===== src/rtl/modstop_pkg.sv =====
// Package: shared helpers for the module stop clock gate array.
// Assumes callers pass positive widths.
package modstop_pkg;

    // Width of the per-module acknowledge latency field.
    localparam int unsigned LAT_W = 4;

    // Which bank a bus address falls into.
    typedef enum logic [1:0] {
        BANK_STOP = 2'd0,
        BANK_STAT = 2'd1,
        BANK_NONE = 2'd2
    } bank_e;

    // Number of bus words needed to hold n bits at width w.
    function automatic int unsigned words_for(int unsigned n, int unsigned w);
        return (n + w - 1) / w;
    endfunction

endpackage


===== src/rtl/modstop_chan.sv =====
// Module: one gate channel. It registers the clock enable from the stop bit
// and tracks the status bit. Status sets one cycle after stop. Status clears
// only after the stop bit has been low for the acknowledge latency.
// Assumes the stop input comes from a register in the same clock domain.
module modstop_chan
    import modstop_pkg::*;
(
    input  logic             clk,
    input  logic             rst_n,
    input  logic             stop,
    input  logic [LAT_W-1:0] delay,
    output logic             en,
    output logic             stat
);

    logic             en_q;
    logic             stat_q;
    logic [LAT_W-1:0] cnt_q;

    // Registered enable so the gate only changes on a clock edge.
    always_ff @(posedge clk) begin
        if (!rst_n) en_q <= 1'b0;
        else        en_q <= ~stop;
    end

    // Status tracker: set at once on stop, clear after the latency on release.
    always_ff @(posedge clk) begin
        if (!rst_n) begin
            stat_q <= 1'b1;
            cnt_q  <= '0;
        end else if (stop) begin
            stat_q <= 1'b1;
            cnt_q  <= '0;
        end else if (stat_q) begin
            if (cnt_q >= delay) stat_q <= 1'b0;
            else                cnt_q  <= cnt_q + 1'b1;
        end
    end

    assign en   = en_q;
    assign stat = stat_q;

    AST_EN_TRACKS_STOP: assert property (@(posedge clk) disable iff (!rst_n)
        en_q == !$past(stop));
    AST_STOP_SETS_STAT: assert property (@(posedge clk) disable iff (!rst_n)
        stop |=> stat_q);
    AST_GATED_IS_STOPPED: assert property (@(posedge clk) disable iff (!rst_n)
        !en_q |-> stat_q);
    AST_CLEAR_NEEDS_EN: assert property (@(posedge clk) disable iff (!rst_n)
        !stat_q |-> en_q);

endmodule


===== src/rtl/modstop_regs.sv =====
// Module: register bank. It decodes the word address, keeps the stop bits and
// returns stop or status words one cycle after a read strobe.
// Assumes 2*NW words fit in ADDR_W bits.
module modstop_regs
    import modstop_pkg::*;
#(
    parameter int unsigned NUM_MOD = 12,
    parameter int unsigned BUS_W   = 8,
    parameter int unsigned ADDR_W  = 3
) (
    input  logic               clk,
    input  logic               rst_n,
    input  logic               wr,
    input  logic               rd,
    input  logic [ADDR_W-1:0]  addr,
    input  logic [BUS_W-1:0]   wdata,
    input  logic [NUM_MOD-1:0] stat_vec,
    output logic [NUM_MOD-1:0] stop_vec,
    output logic [BUS_W-1:0]   rdata
);

    localparam int unsigned NW  = words_for(NUM_MOD, BUS_W);
    localparam int unsigned PAD = NW * BUS_W;

    if (2 * NW > (1 << ADDR_W)) begin : g_addr_check
        $error("ADDR_W too small for the register map");
    end

    logic [NUM_MOD-1:0] stop_q;
    logic [BUS_W-1:0]   rdata_q;
    logic [PAD-1:0]     stop_pad;
    logic [PAD-1:0]     stat_pad;
    logic [BUS_W-1:0]   rd_next;
    bank_e              bank;

    // Classify the address into a bank.
    always_comb begin
        if (addr < ADDR_W'(NW))          bank = BANK_STOP;
        else if (addr < ADDR_W'(2 * NW)) bank = BANK_STAT;
        else                             bank = BANK_NONE;
    end

    // Stop register: a write touches only the bits of the addressed word.
    always_ff @(posedge clk) begin
        if (!rst_n) begin
            stop_q <= '1;
        end else if (wr && bank == BANK_STOP) begin
            for (int i = 0; i < NUM_MOD; i++) begin
                if (addr == ADDR_W'(i / BUS_W)) stop_q[i] <= wdata[i % BUS_W];
            end
        end
    end

    // Zero-padded copies of both banks so every word is BUS_W wide.
    always_comb begin
        stop_pad = '0;
        stat_pad = '0;
        stop_pad[NUM_MOD-1:0] = stop_q;
        stat_pad[NUM_MOD-1:0] = stat_vec;
    end

    // Read mux: select the addressed word of the addressed bank.
    always_comb begin
        rd_next = '0;
        for (int w = 0; w < NW; w++) begin
            if (addr == ADDR_W'(w))      rd_next = stop_pad[w*BUS_W +: BUS_W];
            if (addr == ADDR_W'(NW + w)) rd_next = stat_pad[w*BUS_W +: BUS_W];
        end
    end

    // Registered read data, updated only on a read strobe.
    always_ff @(posedge clk) begin
        if (!rst_n)  rdata_q <= '0;
        else if (rd) rdata_q <= rd_next;
    end

    assign stop_vec = stop_q;
    assign rdata    = rdata_q;

    AST_FOREIGN_WR_IGNORED: assert property (@(posedge clk) disable iff (!rst_n)
        (wr && addr >= ADDR_W'(NW)) |=> $stable(stop_q));
    AST_UNMAPPED_RD_ZERO: assert property (@(posedge clk) disable iff (!rst_n)
        (rd && addr >= ADDR_W'(2 * NW)) |=> rdata_q == '0);
    AST_NO_WR_HOLDS: assert property (@(posedge clk) disable iff (!rst_n)
        !wr |=> $stable(stop_q));

endmodule


===== src/rtl/modstop_gate.sv =====
// Module: top of the module stop clock gate array. It joins the register
// bank to one gate channel per module.
// Assumes BUS_W is 8, 16 or 32 and each latency field is 4 bits wide.
module modstop_gate
    import modstop_pkg::*;
#(
    parameter int unsigned NUM_MOD = 12,
    parameter int unsigned BUS_W   = 8,
    parameter int unsigned ADDR_W  = 3
) (
    input  logic                     clk,
    input  logic                     rst_n,
    input  logic                     bus_wr,
    input  logic                     bus_rd,
    input  logic [ADDR_W-1:0]        bus_addr,
    input  logic [BUS_W-1:0]         bus_wdata,
    output logic [BUS_W-1:0]         bus_rdata,
    input  logic [NUM_MOD*LAT_W-1:0] ack_delay,
    output logic [NUM_MOD-1:0]       clk_en
);

    if (BUS_W != 8 && BUS_W != 16 && BUS_W != 32) begin : g_width_check
        $error("BUS_W must be 8, 16 or 32");
    end

    logic [NUM_MOD-1:0] stop_vec;
    logic [NUM_MOD-1:0] stat_vec;

    modstop_regs #(
        .NUM_MOD (NUM_MOD),
        .BUS_W   (BUS_W),
        .ADDR_W  (ADDR_W)
    ) i_regs (
        .clk      (clk),
        .rst_n    (rst_n),
        .wr       (bus_wr),
        .rd       (bus_rd),
        .addr     (bus_addr),
        .wdata    (bus_wdata),
        .stat_vec (stat_vec),
        .stop_vec (stop_vec),
        .rdata    (bus_rdata)
    );

    for (genvar m = 0; m < NUM_MOD; m++) begin : g_chan
        modstop_chan i_chan (
            .clk   (clk),
            .rst_n (rst_n),
            .stop  (stop_vec[m]),
            .delay (ack_delay[m*LAT_W +: LAT_W]),
            .en    (clk_en[m]),
            .stat  (stat_vec[m])
        );
    end

    AST_RESET_GATED: assert property (@(posedge clk)
        !rst_n |=> clk_en == '0);

endmodule


===== config.mk =====
export PLATFORM = sky130hd
export DESIGN_NAME = modstop_gate
export DESIGN_NICKNAME = d
export VERILOG_FILES = /design/src/rtl/modstop_pkg.sv /design/src/rtl/modstop_chan.sv /design/src/rtl/modstop_regs.sv /design/src/rtl/modstop_gate.sv
export SDC_FILE = /design/constraint.sdc
export NUM_CORES = 1
export LEC_CHECK = 0
export BUFFER_PORTS_ARGS = -buffer_cell sky130_fd_sc_hd__buf_2
export CAP_MARGIN = 20
export CORE_ASPECT_RATIO = 0.5
export CORE_UTILIZATION = 50
export DETAILED_ROUTE_END_ITERATION = 6
export GPL_TIMING_DRIVEN = 1
export PLACE_DENSITY = 0.72
export SYNTH_ARGS = -nofsm -noshare
export SYNTH_HDL_FRONTEND = slang
export SYNTH_SLANG_ARGS = --single-unit
export TNS_END_PERCENT = 5

===== constraint.sdc =====
create_clock -name clk -period 1.9 [get_ports clk]
set_input_delay 0.38 -clock clk [delete_from_list [all_inputs] [get_ports clk]]
set_output_delay 0.38 -clock clk [all_outputs]
set_load 0.005 [all_outputs]

==> flow_summary.ini, run 1 <==
[pwr]
cellLeakagePower_nw = 2.93
power.density_nw_per_um2 = 667
ir_drop_mv = 0.454

[worst_setup_path]
critical-path-slowest-cell = sky130_fd_sc_hd__nor4b_2
critical_path_buf_inv_count = 0
slowest_stage_delay_on_critical_path_ps = 350
endpoint = g_chan[1].i_chan.cnt_q[3]
reg2reg_to = g_chan[1].i_chan.cnt_q[3]
timing.reg2reg.worst_path_depth = 5
cp_max_fo = 4
cp.required_ps = 2170
crit-reg2reg-launch = g_chan[1].i_chan.cnt_q[1]
crit_start = g_chan[1].i_chan.cnt_q[1]
worstPathCellList = ha_1 > nor4b_2 > o21ai_1 > a21oi_1 > mux2i_1
critPathCaptureType = flop
worst_reg_to_reg_setup_slack_ps = 340
crit_type = flop to flop
worst_ep_arrival_time_ps = 1830
critical_path_cell_count = 5
worstSetupStartpointType = flop
worst_path_dominant_cell_family = compound AO/OA/AOI/OAI gates

[route]
drt_first_pass_iters = 4
drtIter0Drc = 171
via_count = 4256
via_per_inst = 5.07
route.antenna.remaining_nets = 0
finalWirelength_mm = 9.89
drc = 0
wl_per_cell_um = 11.8

[floorplan]
initial_utilization = 0.521
placementRows = 26
chipWidth_um = 149
number_of_ports_placed_on_the_die_boundary = 83
core-area_um2 = 10300
total_die_area_um2 = 11200
floorplan.die.height_um = 75.4

[timing]
setup_repair_after_global_routing_missed_its_margin = false
hold_viol = 0
tightest_slew_ps = 482
finalSetupTns_ps = 0
fin_worst_skew_ps = 6.15
maxSlewViolCount = 0
setup_viol = 0
post-route-period-util = 0.823
worst_slew_margin_rel = 0.679
final_critical_path_time_including_i_o_delays_and_setup_ps = 1560
maxClockFrequency_mhz = 640

[yosys]
netlist.area_leader.share = 0.342
netlist_area_um2 = 5390
synth.top_cells.by_area = sky130_fd_sc_hd__dfxtp_1 34%, sky130_fd_sc_hd__ha_1 14%, sky130_fd_sc_hd__nand2b_1 7.0%, sky130_fd_sc_hd__mux2i_1 6.7%, sky130_fd_sc_hd__nand3_1 5.2%
postSynth.topFlopCell = sky130_fd_sc_hd__dfxtp_1
syn_avg_cell_area_um2 = 8.69
yosysSeqAreaShare = 0.342
synth.net_count = 743
yosysUniqueCellTypes = 33
synth_warnings = 0
netlist_instances = 620
synth_edf_count = 0
synth-async-reset-ratio = 0
synth.largest_area_cell = sky130_fd_sc_hd__dfxtp_1
postSynthRegisterBits = 92

[clock_tree]
clock_sinks = 92
worst_setup_hold_path_clk_slew_ps = 60
cts_hold_buf = 0
cts_setup_buffers = 0
insertion_delay_ps = 340
clock_tree_from_tritoncts = built
clk_root_buffer_cell = sky130_fd_sc_hd__clkbuf_16
ctsHtreeMaxLevel = 3
cts_repair_resize_count = 0
clk_path_buf_depth = 2
cts_buf_count = 9

[finish]
regArea_um2 = 1840
finalNetCount = 818
diodes_inserted = 0
flow.area_growth_from_synthesis_pct = 13.8
multi_input_comb_area_um2 = 3110
filler_cell_count = 970
top_library_cells_by_usage_in_the_layout_fill_and_taps_aside = 92 x sky130_fd_sc_hd__dfxtp_1, 82 x sky130_fd_sc_hd__buf_2, 65 x sky130_fd_sc_hd__inv_1
finish.cell_count_without_fillers = 840
final_layout_size_suffix_gt1_frac = 0.190
mostFrequentLayoutCell = sky130_fd_sc_hd__dfxtp_1
final_area_um2 = 6130

[placed_design]
postPlaceCellArea_um2 = 5840
place_congestion = 0.860
placed_cells_incl_taps = 824
dp_hpwl_mm = 7.89
port_buffers = 82

[global_routing]
gr-usage-met3 = 0.0461
grt_first_pass_wirelength_mm = 17.0
antenna_found_initial = 0
grt.met1_usage = 0.241
globalRoute.busiestLayer = met2
met2_routing_resource_usage_after_global_routing = 0.331
groute.usage.overall = 0.191
grt_start_max_net_pins = 30
via_count_of_the_first_global_routing_pass = 3853
grt-ovfl-total = 0

[job]
maxCapViolCount = 0

[worst_hold_path]
holdCritPathClass = input pin to flop

[status]
run_status = complete, no violations
## synth_stat cells (3+ instances only)
cell / count
sky130_fd_sc_hd__nand3_1: 56
sky130_fd_sc_hd__buf_4: 12
sky130_fd_sc_hd__nor4b_2: 11
sky130_fd_sc_hd__dfxtp_1: 92
sky130_fd_sc_hd__a22oi_1: 4
sky130_fd_sc_hd__clkinv_1: 4
sky130_fd_sc_hd__o2bb2ai_1: 4
sky130_fd_sc_hd__buf_2: 3
sky130_fd_sc_hd__nand2b_1: 60
sky130_fd_sc_hd__nor2b_1: 24
sky130_fd_sc_hd__o22ai_1: 4
sky130_fd_sc_hd__o21ai_0: 33
sky130_fd_sc_hd__mux2i_1: 36
sky130_fd_sc_hd__inv_2: 8
sky130_fd_sc_hd__nand2_1: 45
sky130_fd_sc_hd__ha_1: 60
sky130_fd_sc_hd__a21oi_2: 9
sky130_fd_sc_hd__buf_6: 3
sky130_fd_sc_hd__and2_1: 4
sky130_fd_sc_hd__o21ai_1: 30
sky130_fd_sc_hd__inv_1: 65
sky130_fd_sc_hd__a21oi_1: 31
sky130_fd_sc_hd__o21a_1: 12
## worst min-delay path by stage
stage | cells after the start | slack, ps | start | end
finish | 3 | 270 | bus_wdata[5] | i_regs.stop_vec[5]
floorplan | 2 | 450 | g_chan[0].i_chan.cnt_q[3] | g_chan[0].i_chan.cnt_q[3]
detailed placement | 2 | 470 | g_chan[10].i_chan.cnt_q[3] | g_chan[10].i_chan.cnt_q[3]
global placement | 2 | 460 | g_chan[8].i_chan.cnt_q[3] | g_chan[8].i_chan.cnt_q[3]
CTS | 3 | 250 | bus_wdata[1] | i_regs.stop_vec[1]
global route | 3 | 270 | bus_wdata[2] | i_regs.stop_vec[2]
## flip-flops by register name, summed over array words and instances (netlist names)
name and count:
g_chan.i_chan.stat 12, g_chan.i_chan.cnt_q 48, i_regs.rdata 8, i_regs.stop_vec 12, g_chan.i_chan.en 12
## kinds of logic (layout without fill, tap and decap cells)
kind of cell | count (synthesis) | in the layout | share of synthesized area
AO/OA/AOI/OAI | 128 | 128 | 0.137
buffers and inverters | 96 | 176 | 0.0801
multiplexers | 36 | 36 | 0.0669
flip-flops | 92 | 92 | 0.342
adder cells (fa/ha/maj) | 60 | 60 | 0.139
AND/OR/NAND/NOR | 208 | 208 | 0.235
## stage by stage
step	utilization	total power, mW	hold slack [ps]	worst slack [ps]
2_1_floorplan	-	2.27	446	463
3_3_place_gp	0.564	2.38	459	274
3_5_place_dp	0.564	2.39	471	197
4_1_cts	0.593	4.16	254	335
5_1_grt	0.593	4.29	268	164
6_report	0.593	4.09	270	337
## layer usage
layer  up-vias  wire, um
met5         -         0
met4         0        86
met3         6       386
met2        68      4530
met1      1917      4880
li1       2265         -
## layout make-up
class / count / area share
repair buffers: 83 / 0.0682
inverters: 77 / 0.0471
clock buffers: 10 / 0.0373
well taps: 140 / 0.0286
flip-flops and latches: 92 / 0.300
clock inverters: 6 / 0.0106
multi-input cells: 432 / 0.508
## power breakdown
part,internal (mW),total [mW],switching [mW]
registers,1.96,1.97,0.0160
logic,0.163,0.372,0.209
clock network,1.02,1.74,0.728
## worst register-to-register path, stage by stage (launching register included)
cell                      delay, ps
sky130_fd_sc_hd__dfxtp_1        340
sky130_fd_sc_hd__ha_1           220
sky130_fd_sc_hd__nor4b_2        350
sky130_fd_sc_hd__o21ai_1        200
sky130_fd_sc_hd__a21oi_1        210
sky130_fd_sc_hd__mux2i_1        190
(Power assumes the default switching activity.)
==> inputs of run 2 (changes only) <==
==> constraint.sdc (replaced) <==
create_clock -name clk -period 1.64 [get_ports clk]
set_input_delay 0.328 -clock clk [delete_from_list [all_inputs] [get_ports clk]]
set_output_delay 0.328 -clock clk [all_outputs]
set_load 0.005 [all_outputs]
==> flow_summary.ini, run 2 (same netlist as run 1, synthesis figures left out) <==
[status]
run_status = complete, no violations

[global_routing]
grt-ovfl-total = 0
via_count_of_the_first_global_routing_pass = 3762
grt_start_max_net_pins = 24
antenna_found_initial = 0
grt_first_pass_wirelength_mm = 16.6
groute.usage.overall = 0.187

[worst_hold_path]
min-delay-start = bus_wdata[7]
min_delay_path_depth = 3
holdPathEnd = i_regs.stop_vec[7]
holdCritPathClass = input pin to flop

[clock_tree]
insertion_delay_ps = 340
ctsHtreeMaxLevel = 3
clk_root_buffer_cell = sky130_fd_sc_hd__clkbuf_16
cts_buf_count = 9
clock_tree_from_tritoncts = built
clock_sinks = 92
cts_setup_buffers = 0
clk_path_buf_depth = 2
cts_hold_buf = 0
worst_setup_hold_path_clk_slew_ps = 60

[timing]
maxSlewViolCount = 0
setup_repair_after_global_routing_missed_its_margin = false
worst_slew_margin_rel = 0.724
hold_viol = 0
finalSetupTns_ps = 0
post-route-period-util = 0.919
setup_viol = 0
maxClockFrequency_mhz = 664
fin_worst_skew_ps = 6.77
final_critical_path_time_including_i_o_delays_and_setup_ps = 1510
tightest_slew_ps = 414

[worst_setup_path]
critical-path-slowest-cell = sky130_fd_sc_hd__dfxtp_1
critPathCaptureType = flop
timing.reg2reg.worst_path_depth = 5
cp.required_ps = 1910
cp_max_fo = 4
crit-reg2reg-launch = g_chan[0].i_chan.cnt_q[2]
worst_ep_arrival_time_ps = 1770
worstPathCellList = ha_1 > nor4b_2 > o21ai_1 > a21oi_1 > mux2i_1
worst_reg_to_reg_setup_slack_ps = 130
crit_type = flop to flop
reg2reg_to = g_chan[0].i_chan.cnt_q[3]
slowest_stage_delay_on_critical_path_ps = 340
worstSetupStartpointType = flop

[floorplan]
core-area_um2 = 10300
number_of_ports_placed_on_the_die_boundary = 83
placementRows = 26
initial_utilization = 0.521
total_die_area_um2 = 11200
floorplan.die.height_um = 75.4
chipWidth_um = 149

[placed_design]
dp_hpwl_mm = 7.96
place_congestion = 0.865
port_buffers = 82
postPlaceCellArea_um2 = 5850

[finish]
finalNetCount = 820
filler_cell_count = 919
mostFrequentLayoutCell = sky130_fd_sc_hd__dfxtp_1
final_area_um2 = 6210
diodes_inserted = 0
flow.area_growth_from_synthesis_pct = 15.2
top_library_cells_by_usage_in_the_layout_fill_and_taps_aside = 92 x sky130_fd_sc_hd__dfxtp_1, 82 x sky130_fd_sc_hd__buf_2, 65 x sky130_fd_sc_hd__inv_1
largest_register = g_chan.i_chan.cnt_q
largest_reg_flops = 48
final_layout_size_suffix_gt1_frac = 0.194

[pwr]
ir_drop_mv = 0.563
power.switching_fraction = 0.212
total_switching_power_mw = 1.09
power_frac_comb = 0.086
pwr-share-clk = 0.467
power.internal_mw = 4.03
power.density_nw_per_um2 = 824
cellLeakagePower_nw = 2.98
power_frac_seq = 0.447

[route]
route.antenna.remaining_nets = 0
drt_first_pass_iters = 5
via_per_inst = 5.07
drtIter0Drc = 119
wl_per_cell_um = 11.9
finalWirelength_mm = 9.98
drc = 0
via_count = 4267

[job]
maxCapViolCount = 0
## run 2: cell types whose count changed in the layout (fill, tap and decap cells not counted), sizes merged
| cell | delta |
|---|---|
| clkbuf | +2 |
| buf | +2 |
| bufinv | +2 |
| clkinvlp | -4 |
## run 2: per-layer routing
layer / part of all wire / GRT usage / up-vias / wire (um)
met2: 0.46 / 0.324 / 54 / 4580
met5: 0 / 0 / - / 0
met3: 0.030 / 0.0419 / 7 / 302
met4: 0.0072 / 0.0578 / 0 / 72
met1: 0.50 / 0.237 / 1940 / 5020
li1: - / - / 2266 / -
## run 2: area by class of cell
class,instances,area (um^2),share of cell area
Clock buffer,12,256,0.0413
Clock inverter,4,95.1,0.0153
Inverter,77,289,0.0466
Multi-Input combinational cell,432,3120,0.502
Sequential cell,92,1840,0.297
Tap cell,140,175,0.0282
Timing Repair Buffer,85,433,0.0697
## run 2: stage by stage
stage	hold slack [ps]	setup slack, ps	util	total power, mW	std cells
after floorplan	446	255	-	2.63	620
after global placement	461	64.8	0.566	2.76	826
after detailed placement	462	37.0	0.566	2.77	826
after CTS	207	118	0.600	5.18	842
after global routing	222	10.0	0.600	5.33	842
final	213	134	0.600	5.12	842
## run 2: worst max-delay path: cells and delay by family (launching register included)
family          cells  cell delay (ps)
fa+ha+maj           1              210
compound gates      2              380
mux                 1              190
simple gates        1              320
flops               1              340
## run 2: repair_timing
action / in CTS / in global routing
endpoints found under the hold margin: 0 / 0
gates resized for setup: 0 / 2
endpoints found under the setup margin: 0 / 2
## run 2: how the worst max path moves through the flow
stage | startpoint | endpoint
after floorplan | ack_delay[34] | g_chan[8].i_chan.cnt_q[3]
after global placement | ack_delay[47] | g_chan[11].i_chan.cnt_q[3]
after detailed placement | ack_delay[2] | g_chan[0].i_chan.cnt_q[3]
after CTS | g_chan[10].i_chan.cnt_q[0] | g_chan[10].i_chan.cnt_q[2]
after global routing | g_chan[8].i_chan.cnt_q[2] | g_chan[8].i_chan.cnt_q[3]
final | g_chan[0].i_chan.cnt_q[2] | g_chan[0].i_chan.cnt_q[3]
## run 2: power by group through the flow
stage | Clock [mW] | Combinational (mW) | Sequential, mW
detailed placement | 0 | 0.439 | 2.33
finish | 2.39 | 0.440 | 2.28
global route | 2.54 | 0.506 | 2.29
global placement | 0 | 0.427 | 2.33
CTS | 2.45 | 0.443 | 2.28
floorplan | 0 | 0.294 | 2.33
